[src/rtl/tpseq_pkg.sv]
package tpseq_pkg;

    typedef enum logic {
        SEQ_IDLE = 1'b0,
        SEQ_RUN  = 1'b1
    } seq_state_e;

    // Per-side mode captured at start
    typedef struct packed {
        logic zero;    // step through disabled elements
        logic scalar;  // single element at index 0
    } side_mode_t;

    // Per-side result of the element search for the current cycle
    typedef struct packed {
        logic exhausted;   // no element left on this side
        logic masked_off;  // current element disabled (zeroing only)
    } side_stat_t;

endpackage

[src/rtl/tpseq_lowbit.sv]
// Lowest-set-bit priority encoder.
module tpseq_lowbit #(
    parameter  int N  = 8,
    localparam int IW = $clog2(N)
) (
    input  logic [N-1:0]  req,
    output logic          found,
    output logic [IW-1:0] idx
);

    always_comb begin
        found = |req;
        idx   = '0;
        for (int i = N - 1; i >= 0; i--) begin
            if (req[i]) idx = IW'(i);
        end
    end

endmodule

[src/rtl/tpseq_side_scan.sv]
// Finds one side's element for the current cycle and its successor position.
module tpseq_side_scan
    import tpseq_pkg::*;
#(
    parameter  int N      = 8,
    parameter  bit IS_DST = 1'b0,
    localparam int IW     = $clog2(N),
    localparam int CW     = $clog2(N + 1)
) (
    input  logic [N-1:0]  mask,
    input  logic [CW-1:0] vlen,
    input  logic [CW-1:0] pos,
    input  side_mode_t    mode,
    output side_stat_t    stat,
    output logic [IW-1:0] sel,
    output logic [CW-1:0] nxt
);

    logic [N-1:0]  elig;
    logic          any_elig;
    logic [IW-1:0] low_idx;

    // Enabled, not yet passed, and inside the vector length
    for (genvar g = 0; g < N; g++) begin : g_elig
        localparam logic [CW-1:0] GI = CW'(g);
        assign elig[g] = mask[g] && (GI >= pos) && (GI < vlen);
    end

    tpseq_lowbit #(.N(N)) u_pe (
        .req   (elig),
        .found (any_elig),
        .idx   (low_idx)
    );

    always_comb begin
        stat = '0;
        sel  = '0;
        nxt  = pos;
        if (vlen == '0) begin
            stat.exhausted = 1'b1;
        end else if (mode.scalar) begin
            // source: endless supply of element 0; destination: one slot only
            stat.exhausted = IS_DST ? (pos != '0) : 1'b0;
            nxt            = IS_DST ? CW'(1) : '0;
        end else if (mode.zero) begin
            stat.exhausted  = (pos >= vlen);
            sel             = pos[IW-1:0];
            stat.masked_off = (pos < vlen) && !mask[pos[IW-1:0]];
            nxt             = pos + CW'(1);
        end else begin
            stat.exhausted = !any_elig;
            sel            = low_idx;
            nxt            = CW'(low_idx) + CW'(1);
        end
    end

endmodule

[src/rtl/tpseq_step_seq.sv]
// Twin-masked element pair sequencer (top).
module tpseq_step_seq
    import tpseq_pkg::*;
#(
    parameter  int N  = 8,
    localparam int IW = $clog2(N),
    localparam int CW = $clog2(N + 1)
) (
    input  logic          clk,
    input  logic          rst,
    input  logic          start,
    input  logic [CW-1:0] vl,
    input  logic [N-1:0]  src_mask,
    input  logic [N-1:0]  dst_mask,
    input  logic          src_zero,
    input  logic          dst_zero,
    input  logic          src_scalar,
    input  logic          dst_scalar,
    input  logic          out_ready,
    output logic          out_valid,
    output logic [IW-1:0] src_idx,
    output logic [IW-1:0] dst_idx,
    output logic          src_null,
    output logic          zero_wr,
    output logic          done
);

    seq_state_e    st_q;
    logic          busy;
    logic [N-1:0]  smask_q, dmask_q;
    logic [CW-1:0] vl_q, spos_q, dpos_q;
    side_mode_t    smode_q, dmode_q;

    side_stat_t    s_stat, d_stat;
    logic [IW-1:0] s_sel, d_sel;
    logic [CW-1:0] s_nxt, d_nxt;
    logic [CW-1:0] vl_clamped;
    logic          fire;

    assign busy       = (st_q == SEQ_RUN);
    assign vl_clamped = (vl > CW'(N)) ? CW'(N) : vl;

    tpseq_side_scan #(.N(N), .IS_DST(1'b0)) u_src (
        .mask (smask_q),
        .vlen (vl_q),
        .pos  (spos_q),
        .mode (smode_q),
        .stat (s_stat),
        .sel  (s_sel),
        .nxt  (s_nxt)
    );

    tpseq_side_scan #(.N(N), .IS_DST(1'b1)) u_dst (
        .mask (dmask_q),
        .vlen (vl_q),
        .pos  (dpos_q),
        .mode (dmode_q),
        .stat (d_stat),
        .sel  (d_sel),
        .nxt  (d_nxt)
    );

    assign out_valid = busy && !s_stat.exhausted && !d_stat.exhausted;
    assign done      = busy && (s_stat.exhausted || d_stat.exhausted);
    assign src_idx   = s_sel;
    assign dst_idx   = d_sel;
    assign src_null  = out_valid && s_stat.masked_off;
    assign zero_wr   = out_valid && d_stat.masked_off;
    assign fire      = out_valid && out_ready;

    always_ff @(posedge clk) begin
        if (rst) begin
            st_q    <= SEQ_IDLE;
            smask_q <= '0;
            dmask_q <= '0;
            vl_q    <= '0;
            smode_q <= '0;
            dmode_q <= '0;
            spos_q  <= '0;
            dpos_q  <= '0;
        end else begin
            case (st_q)
                SEQ_IDLE: begin
                    if (start) begin
                        st_q         <= SEQ_RUN;
                        smask_q      <= src_mask;
                        dmask_q      <= dst_mask;
                        vl_q         <= vl_clamped;
                        smode_q.zero   <= src_zero;
                        smode_q.scalar <= src_scalar;
                        dmode_q.zero   <= dst_zero;
                        dmode_q.scalar <= dst_scalar;
                        spos_q       <= '0;
                        dpos_q       <= '0;
                    end
                end
                default: begin
                    if (done) begin
                        st_q <= SEQ_IDLE;
                    end else if (fire) begin
                        spos_q <= s_nxt;
                        dpos_q <= d_nxt;
                    end
                end
            endcase
        end
    end

endmodule

[config.mk]
export PLATFORM = sky130hd
export DESIGN_NAME = tpseq_step_seq
export DESIGN_NICKNAME = d
export VERILOG_FILES = /design/src/rtl/tpseq_pkg.sv /design/src/rtl/tpseq_lowbit.sv /design/src/rtl/tpseq_side_scan.sv /design/src/rtl/tpseq_step_seq.sv
export SDC_FILE = /design/constraint.sdc
export NUM_CORES = 1
export LEC_CHECK = 0
export BUFFER_PORTS_ARGS = -buffer_cell sky130_fd_sc_hd__buf_2
export CORE_ASPECT_RATIO = 1.75
export CORE_MARGIN = 5
export CORE_UTILIZATION = 61
export DETAILED_ROUTE_END_ITERATION = 6
export PLACE_DENSITY = 0.9
export SLEW_MARGIN = 20
export SYNTH_ARGS = -nofsm -noshare
export SYNTH_HDL_FRONTEND = slang
export SYNTH_SLANG_ARGS = --single-unit
[constraint.sdc]
create_clock -name clk -period 6.76 [get_ports clk]
set_input_delay 0.338 -clock clk [delete_from_list [all_inputs] [get_ports clk]]
set_output_delay 0.338 -clock clk [all_outputs]
set_load 0.01 [all_outputs]
==> summary.md <==
| Metric | Value |
|---|---|
| DPL Wire Length | `approximately 4500 um` |
| Max Freq | `0.3212 GHz` |
| Buffer count from post-CTS setup fixing | `0` |
| PortBufs | `37` |
| CTS root buf | `clkbuf_8` |
| CTS Hold Buffers Added | `0` |
| Period utilisation layout | `46.06%` |
| Syn-to-layout area delta | `11.59%` |
| Worst Hold Class | `in2reg` |
| Status | `complete, no violations` |
| Max Cap Viol | `0` |
| Post-Route Utilization | `a little under three quarters` |
| Clock buffers created by TritonCTS | `5` |
| Async SR Flop Fraction | `0%` |
| Vias in the first global route | `approximately 2.2k` |
| Synth area leader | `dfxtp_1` |
| Critical path peak fanout | `13` |
| Top_reg_cell synth | `dfxtp_1` |
| Syn_area_per_cell | `~7.7 um^2` |
| Top post-synthesis cells by count | `nand2_1 (61), dfxtp_1 (33), a21oi_1 (29), inv_1 (15), nor2_1 (15)` |
| Ant diodes | `0` |
| Largest net degree at the start of global routing | `31` |
| Num rows | `29` |
| Avg Vias per Cell | `~6.3` |
| Switching pwr | `134.2 uW` |
| Worst vdd ir | `0.1566 mV` |
| Global-route wire length before repair | `9687 um` |
| Worst hold slack | `0.2770 ns` |
| Syn Nets | `between 300 and 400` |
| Setup-failing EPs final | `0` |
| Gate power share | `~16%` |
| Post-route ant nets | `0` |
| Crit path kind | `reg2out` |
| CTS tree | `built` |
| Final GP Congestion | `0.8565` |
| Clock Power Share | `approximately 40%` |
| Die width | `56.86 um` |
| Internal | `358.0 uW` |
| Leakage | `0.001041 uW` |
| Worst-Margin Slew | `1.049 ns` |
| Synthesis-stage register bit count | `33` |
| Core outline area | `3665 um^2` |
| DR WL/cell | `~16 um` |
| Initial cell density of the core | `63.95%` |
| Critical path, cell by cell | `nor4_2 > nor3b_1 > o21a_1 > nor4_2 > nor3_1 > nand2_1 > nor3_1 > buf_2` |
| Placed cell areas | `between 2000 and 2500 um^2` |
| Total Routed Length | `5968 um` |
| Final slew viol count | `0` |
| Clk_skew | `between 0.005 and 0.006 ns` |
| Final hold vios | `0` |
| Worst-path clk slew | `0.07 ns` |
| Max Root-Sink Buffers | `2` |
| DR pass1 iterations | `5` |
| Synthesis warning total | `0` |
| Fraction of layout cells with a size suffix above 1 | `approximately 18%` |
| Die area | `approximately 5200 um^2` |
| Synth top area share | `28.19%` |
| CP Capture Type | `output pin` |
| DR vias | `2375` |
| Syn Inst Count | `between 300 and 400` |
| Chip height | `92.00 um` |
| CP peak stage delay | `0.72 ns` |
| Worst Path Arrival | `2.78 ns` |
| CTS H-tree depth | `2` |
| Sink Count | `33` |
| Top Ports | `38` |
| Setup TNS | `0 ns` |
| Minimum clock period | `3.114 ns` |
| Global Route Usage Sum | `a little under a quarter` |
| CP Data Required Time | `6.42 ns` |
| Final instance area | `2615 um^2` |
| Nets | `367` |
| Synth unique cells | `61` |
| RSZ-0062 raised after global routing | `no` |
| Overflow left after global routing | `0` |
| # placed instances | `368` |
| Sequential share of power | `43.5%` |
| Finished Layout Cells | `376` |
| Critical path startpoint category | `register` |
| Seq/Total Area, Yosys | `28.19%` |
| Number of antenna violations at the first check in global routing | `0` |
| Synth area leaders | `dfxtp_1 (28%), nand2_1 (9.8%), a21oi_1 (6.2%)` |
| Number of enable flip-flop cells after synthesis | `0` |
| Net Sw Frac | `27.27%` |
| Residual DRC count | `0` |
| Slowest CP cell | `nor4_2` |
| Count leader, synth | `nand2_1` |
| Post-Syn Area | `2343 um^2` |
| DR iter-0 viols | `102` |
| Power per cell area | `188.2 nW/um^2` |
| Post-cts sizing count | `0` |
| Worst relative slew slack | `30.04%` |
| Clk_lat worst skew | `0.29 ns` |
state kept, by name, indices dropped and copies added, names as in the netlist:
name     count
dmask_q      8
smode_q      2
dmode_q      2
smask_q      8
dpos_q       4
busy         1
vl_q         4
spos_q       4
metrics by stage:
step | worst slack (ns) | total power (uW)
CTS | 3.657 | 493.7
detailed placement | 3.921 | 297.7
finish | 3.646 | 492.2
global route | 3.426 | 510.6
floorplan | 4.178 | 274.0
global placement | 4.000 | 294.7
power by group through the flow:
stage | sequential [uW] | combinational (uW) | clock, uW
global route | 216 | 88.3 | 207
floorplan | 212 | 61.5 | 0
finish | 214 | 80.0 | 198
detailed placement | 218 | 79.2 | 0
CTS | 214 | 79.8 | 200
global placement | 218 | 76.7 | 0
cell families after synthesis:
| logic type | Yosys count | synth area share, % |
|---|---|---|
| simple gates | 135 | 29.69 |
| compound gates | 82 | 24.19 |
| buf+inv | 37 | 6.620 |
| flops | 33 | 28.19 |
| fa+ha+maj | 10 | 5.339 |
| mux | 7 | 5.232 |
| xor+xnor | 2 | 0.7476 |
layout by cell type, fill, tap and decap left out, types with 3 or more instances in the layout:
master / instances
nand4_1: 4
nor3_1: 7
a31oi_1: 4
o211ai_1: 5
nand3_1: 6
o21a_1: 6
nand2b_1: 5
inv_1: 15
o21ai_0: 7
nor2b_1: 3
nand2_1: 61
and2_1: 5
a22o_1: 3
clkbuf_8: 6
dfxtp_1: 33
or3_1: 3
nand3b_1: 5
a32oi_1: 3
o2111ai_1: 3
mux4_2: 4
a21oi_1: 29
and3_1: 5
buf_2: 37
ha_1: 10
nor2_1: 15
and4_1: 3
worst paths after layout:
path	cells after the start	startpoint	slack (ns)	end
hold / removal	3	dst_scalar	0.28	dmode_q[0]
hold reg to reg	2	smask_q[7]	0.48	smask_q[7]
setup / recovery	8	vl_q[3]	3.65	src_null
setup reg to reg	9	dpos_q[0]	3.89	spos_q[1]
cell type report:
cell class	instances	area (um^2)
Clock buffer	6	82.58
Multi-Input combinational cell	236	1528
Timing Repair Buffer	38	192.7
Sequential cell	33	660.6
Clock inverter	2	37.54
Tap cell	46	57.56
Inverter	15	56.30
Fill cell	305	1050
routing by layer:
layer | vias to the layer above | part of all wire, % | GRT usage (%)
met2 | 112 | 52 | 41.12
met4 | 0 | 2.6 | 9.478
met3 | 17 | 8.3 | 3.652
met5 | - | 0 | 0
li1 | 1159 | - | -
met1 | 1087 | 37 | 26.61
worst max-delay path, delay by kind of cell (launching register included):
family,cells,cell delay [ns]
and+or+nand+nor,6,1.67
DFF,1,0.43
AOI/OAI and AO/OA,1,0.24
buffers and inverters,1,0.14
No activity file was read; power rests on OpenSTA's default activity.
